==> config.mk <==
export PLATFORM = sky130hd
export DESIGN_NAME = jru_top
export DESIGN_NICKNAME = d
export VERILOG_FILES = /design/src/rtl/jru_pkg.sv /design/src/rtl/jru_cond_eval.sv /design/src/rtl/jru_target.sv /design/src/rtl/jru_top.sv
export SDC_FILE = /design/constraint.sdc
export NUM_CORES = 1
export LEC_CHECK = 0
export ABC_AREA = 1
export BUFFER_PORTS_ARGS = -buffer_cell sky130_fd_sc_hd__clkbuf_2
export CAP_MARGIN = 20
export CORE_UTILIZATION = 25
export CTS_CLUSTER_SIZE = 12
export DETAILED_ROUTE_END_ITERATION = 16
export SKIP_LAST_GASP = 1
export SLEW_MARGIN = 20
export SYNTH_ARGS = -nofsm -noshare
export SYNTH_HDL_FRONTEND = slang
export SYNTH_SLANG_ARGS = --single-unit
==> constraint.sdc <==
create_clock -name clk -period 2.8 [get_ports clk]
set_clock_uncertainty 0.2 [all_clocks]
set_input_delay 0.84 -clock clk [delete_from_list [all_inputs] [get_ports clk]]
set_output_delay 0.84 -clock clk [all_outputs]
set_load 0.02 [all_outputs]
==> src/rtl/jru_pkg.sv <==
`timescale 1ns/1ps
// Shared types for the relative jump unit: the condition selector encoding
// and the packed flag group. Assumes a 3-bit selector with eight conditions.
package jru_pkg;
    typedef enum logic [2:0] {
        CC_NZ     = 3'd0,
        CC_Z      = 3'd1,
        CC_NC     = 3'd2,
        CC_C      = 3'd3,
        CC_NEG    = 3'd4,
        CC_GE     = 3'd5,
        CC_LT     = 3'd6,
        CC_ALWAYS = 3'd7
    } cc_e;

    typedef struct packed {
        logic n;
        logic z;
        logic c;
        logic v;
    } flags_t;
endpackage

==> src/rtl/jru_cond_eval.sv <==
`timescale 1ns/1ps
// Condition evaluator: decides from the selector and the flags whether the
// jump is taken. Purely combinational; assumes the flags are valid as given.
module jru_cond_eval
    import jru_pkg::*;
(
    input  cc_e    cc,
    input  flags_t f,
    output logic   take
);
    logic signed_lt;

    // Signed less-than: negative and overflow disagree.
    always_comb signed_lt = f.n ^ f.v;

    // Select the flag test for the chosen condition.
    always_comb begin
        case (cc)
            CC_NZ:     take = ~f.z;
            CC_Z:      take =  f.z;
            CC_NC:     take = ~f.c;
            CC_C:      take =  f.c;
            CC_NEG:    take =  f.n;
            CC_GE:     take = ~signed_lt;
            CC_LT:     take =  signed_lt;
            default:   take = 1'b1;
        endcase
    end
endmodule

==> src/rtl/jru_target.sv <==
`timescale 1ns/1ps
// Target calculator: forms the word-aligned fall-through address and the
// branch target pc + 2*sext(offset), wrapping modulo 2^PC_W.
// Assumes OFS_W < PC_W.
module jru_target #(
    parameter int PC_W  = 16,
    parameter int OFS_W = 10
) (
    input  logic [PC_W-1:0]  pc,
    input  logic [OFS_W-1:0] ofs,
    output logic [PC_W-1:0]  fall,
    output logic [PC_W-1:0]  target
);
    localparam int EXT_W = PC_W - OFS_W - 1;
    localparam logic [PC_W-1:0] ALIGN_MASK = {{(PC_W-1){1'b1}}, 1'b0};

    logic [PC_W-1:0] scaled;

    // Word-align the incoming program counter.
    always_comb fall = pc & ALIGN_MASK;

    // Sign-extend the offset and double it, both in one concatenation.
    generate
        if (EXT_W > 0) begin : g_ext
            always_comb scaled = {{EXT_W{ofs[OFS_W-1]}}, ofs, 1'b0};
        end else begin : g_noext
            always_comb scaled = {ofs[PC_W-2:0], 1'b0};
        end
    endgenerate

    // Add the byte displacement, wrapping at the address width.
    always_comb target = fall + scaled;
endmodule

==> src/rtl/jru_top.sv <==
`timescale 1ns/1ps
// Conditional relative jump unit: evaluates the condition, picks the branch
// target or the fall-through address, and registers the result together with
// the unchanged flags. Synchronous active-low reset clears every output.
module jru_top
    import jru_pkg::*;
#(
    parameter int PC_W  = 16,
    parameter int OFS_W = 10
) (
    input  logic             clk,
    input  logic             rst_n,
    input  logic [15:0]      pc_i,
    input  logic [2:0]       cond_i,
    input  logic [9:0]       offset_i,
    input  logic             flag_n_i,
    input  logic             flag_z_i,
    input  logic             flag_c_i,
    input  logic             flag_v_i,
    output logic             taken_o,
    output logic [15:0]      next_pc_o,
    output logic [3:0]       flags_o
);
    flags_t          flags_in;
    logic            take;
    logic [PC_W-1:0] fall;
    logic [PC_W-1:0] target;
    logic [PC_W-1:0] next_pc_d;

    // Gather the individual flag pins into the packed group.
    always_comb flags_in = '{n: flag_n_i, z: flag_z_i, c: flag_c_i, v: flag_v_i};

    jru_cond_eval u_cond (
        .cc   (cc_e'(cond_i)),
        .f    (flags_in),
        .take (take)
    );

    jru_target #(.PC_W(PC_W), .OFS_W(OFS_W)) u_tgt (
        .pc     (pc_i),
        .ofs    (offset_i),
        .fall   (fall),
        .target (target)
    );

    // Choose between the branch target and the fall-through address.
    always_comb next_pc_d = take ? target : fall;

    // Output register stage with synchronous reset.
    always_ff @(posedge clk) begin
        if (!rst_n) begin
            taken_o   <= 1'b0;
            next_pc_o <= '0;
            flags_o   <= '0;
        end else begin
            taken_o   <= take;
            next_pc_o <= next_pc_d;
            flags_o   <= flags_in;
        end
    end
endmodule

==> impl_table.tex <==
\begin{tabular}{lr}
\hline
Metric & Value \\
\hline
\multicolumn{2}{l}{\textbf{Place}} \\
Final HPWL from detailed placement & 3.432 mm \\
Final Wtd Congestion & slightly below 0.9 \\
I/O Buffers & between 50 and 60 \\
\multicolumn{2}{l}{\textbf{Global routing}} \\
Initial antenna violation count & 0 \\
Global-route wire length before repair & 7.127 mm \\
Overflow after GRT & 0 \\
Number of global-route vias before repair & 1645 \\
Total global-route track usage & between 10\% and 20\% \\
Pin count of the biggest net entering global routing & 19 \\
\multicolumn{2}{l}{\textbf{Clocking}} \\
Number of buffers created by CTS & 3 \\
Sinks on Clock Net & 20 \\
H-tree depth reported by CTS & 1 \\
Number of buffers added to fix hold violations after cts & 0 \\
Post-CTS Resized & 0 \\
Clock transition at the registers of the reported paths & 0.08 ns \\
CTS max path bufs & 2 \\
CTS tree & yes \\
Root buf cell & clkbuf\_8 \\
Buffers inserted during post-CTS setup optimization & 0 \\
\multicolumn{2}{l}{\textbf{Logic synthesis}} \\
Top-area cell type share of the netlist area & 24.08\% \\
Most common flop cell mapped by yosys & dfxtp\_1 \\
Largest cells by area after synthesis & dfxtp\_1, nand2\_1, inv\_1 \\
Ys Warns & 0 \\
Synthesized area & 0.001663 mm2 \\
Sequential-to-total area share from yosys stat & 24.08\% \\
Count of different cell masters after synthesis & 24 \\
Asr flop ratio synth & 0\% \\
Cell taking the most area after synthesis & dfxtp\_1 \\
Mapped Cells & 277 \\
Number of storage elements in the synthesis netlist & 20 \\
Most repeated cell in the gate-level netlist after synthesis & nand2\_1 \\
Total nets after synthesis & 327 \\
Most frequent cells after synthesis & nand2\_1, inv\_1, nor2\_1 \\
Average size of a mapped cell & 6.003 um2 \\
Post-synth EDFFs & 0 \\
\multicolumn{2}{l}{\textbf{Detailed routing}} \\
Vias & 1739 \\
Routed wire length & 4.137 mm \\
Antenna violation net count after detailed routing & 0 \\
Detailed-routing iteration count for the pre-antenna-repair pass & 4 \\
Routed wire length per instance & 10.19 um \\
DRC Markers & 0 \\
First DRT Iteration DRCs & 71 \\
Detail-routed via count per cell & 4.283 \\
\multicolumn{2}{l}{\textbf{Min path}} \\
Worst Hold End & flags\_o[2] \\
Class of the tightest hold or removal check & in2reg \\
Cell depth of the worst min-delay path & 3 \\
Source of the worst hold timing path & flag\_z\_i \\
\multicolumn{2}{l}{\textbf{Layout}} \\
Area added between synthesis and finish & 23.78\% \\
Filler instances & 729 \\
Final Net Count & 380 \\
Diode insertion count for antenna repair & 0 \\
Share of final-layout standard cells stronger than drive strength 1 & between 10\% and 20\% \\
\multicolumn{2}{l}{\textbf{Status}} \\
Status & finished clean \\
\multicolumn{2}{l}{\textbf{Worst setup path}} \\
Critical path data arrival time & 2.30 ns \\
Startpoint-to-endpoint class of the critical path & in2reg \\
Required time at the endpoint of the critical path & roughly 2.8 ns \\
Max Fanout on Critical Path & 3 \\
Crit start category & input port \\
Crit. End Element & flop \\
\multicolumn{2}{l}{\textbf{STA}} \\
Share of the clock period used by the worst path & 83.57\% \\
Final critical-path required period & 2.340 ns \\
Number of setup violations in the final report & 0 \\
WHS & between 0.5 and 0.6 ns \\
Unrepaired setup endpoints after global routing & no \\
Total Negative Setup Slacks & 0 ns \\
Count of pins over their slew limit & 0 \\
Highest achievable clock rate & approximately 430 MHz \\
Hold violation count in the final report & 0 \\
\multicolumn{2}{l}{\textbf{Floorplan}} \\
Number of placed I/O pins & 56 \\
Standard-cell rows & 29 \\
Overall die area & 0.006981 mm2 \\
Floorplan Core Area & around 0.0064 mm2 \\
Starting density of the core & a little over a quarter \\
Die Span Y & 83.56 um \\
Die width & 83.56 um \\
\multicolumn{2}{l}{\textbf{Power}} \\
Power density over the cells & 469.0 mW/mm2 \\
Worst-case vdd ir drop & 0.1522 mV \\
Leak Pwr & 0.001271 uW \\
\multicolumn{2}{l}{\textbf{Flow run}} \\
Max Cap Violations & 0 \\
\hline
\end{tabular}
[metrics by stage]
stage,std cells,power (uW),setup WS (ns),utilization [%],cell area [um2]
finish,406,965.3,0.4601,32.23,2058
global route,406,1044,0.3000,32.23,2058
CTS,406,982.1,0.4868,32.23,2058
detailed placement,402,682.7,0.2167,31.11,1987
global placement,402,678.3,0.2116,31.11,1987
floorplan,277,581.9,0.4892,-,1663
[layer usage]
layer  GRT usage, %  wire length [um]  up-vias
li1               -                 -      942
met1          15.59              1941      752
met2          21.98              1944       39
met3          1.286               190        6
met4          4.468                60        0
met5              0                 0        -
[worst max-delay path, cell delays in order]
cell and delay [ns]:
clkbuf_2 0.09, ha_1 0.18, inv_1 0.06, fa_1 0.39, inv_1 0.10, nand3_1 0.07, nand3_1 0.15, nand2_1 0.10
nand3_1 0.08, nand2_1 0.05, a21oi_1 0.13, nor2_1 0.06
[cell usage in the layout, fill, tap and decap left out, types with 2 or more instances in the layout]
master	instances
nand3_1	18
inv_1	59
nand2_1	88
xor2_1	6
clkbuf_8	3
nand4_1	3
dfxtp_1	20
a21oi_1	11
ha_1	14
nor2_1	27
o21ai_0	14
nand3_2	2
clkbuf_2	53
[sequential cells by signal, summed over array words and instances, names as in the netlist]
| register | count |
|---|---|
| flags_o | 4 |
| taken_o | 1 |
| next_pc_o | 15 |
[kinds of logic (layout without fill, tap and decap cells)]
kind of cell,after synthesis,after routing,share of synthesized area (%)
flip-flops,20,20,24.08
other,1,1,0.2255
buffers and inverters,65,117,15.95
AO/OA/AOI/OAI,29,29,9.556
XOR/XNOR,7,7,3.687
AND/OR/NAND/NOR,140,140,34.76
adder cells (fa/ha/maj),15,15,11.74
[how the worst max path moves through the flow]
stage	startpoint	end	slack, ns	cells past startpoint
3_5_place_dp	pc_i[1]	next_pc_o[13]	0.22	12
3_3_place_gp	pc_i[1]	next_pc_o[13]	0.21	12
4_1_cts	pc_i[1]	next_pc_o[9]	0.49	12
6_report	pc_i[1]	next_pc_o[9]	0.46	12
2_1_floorplan	pc_i[1]	next_pc_o[9]	0.49	11
5_1_grt	pc_i[1]	next_pc_o[9]	0.30	12
[power by group]
group          internal, uW  switching, uW  leakage (uW)
Sequential              316           7.08      0.000167
Clock                   191            102     0.0000357
Combinational           125            224       0.00107
Total                   632            333       0.00127
[layout make-up]
class / count / area [um2] / share of cell area [%]
clock inverter: 1 / 30.03 / 1.459
sequential: 20 / 400.4 / 19.45
inverter: 60 / 227.7 / 11.06
multi-input combinational: 192 / 997.2 / 48.45
tap: 77 / 96.34 / 4.681
clock buffer: 3 / 41.29 / 2.006
timing repair buffer: 53 / 265.3 / 12.89
(Power assumes the default switching activity.)
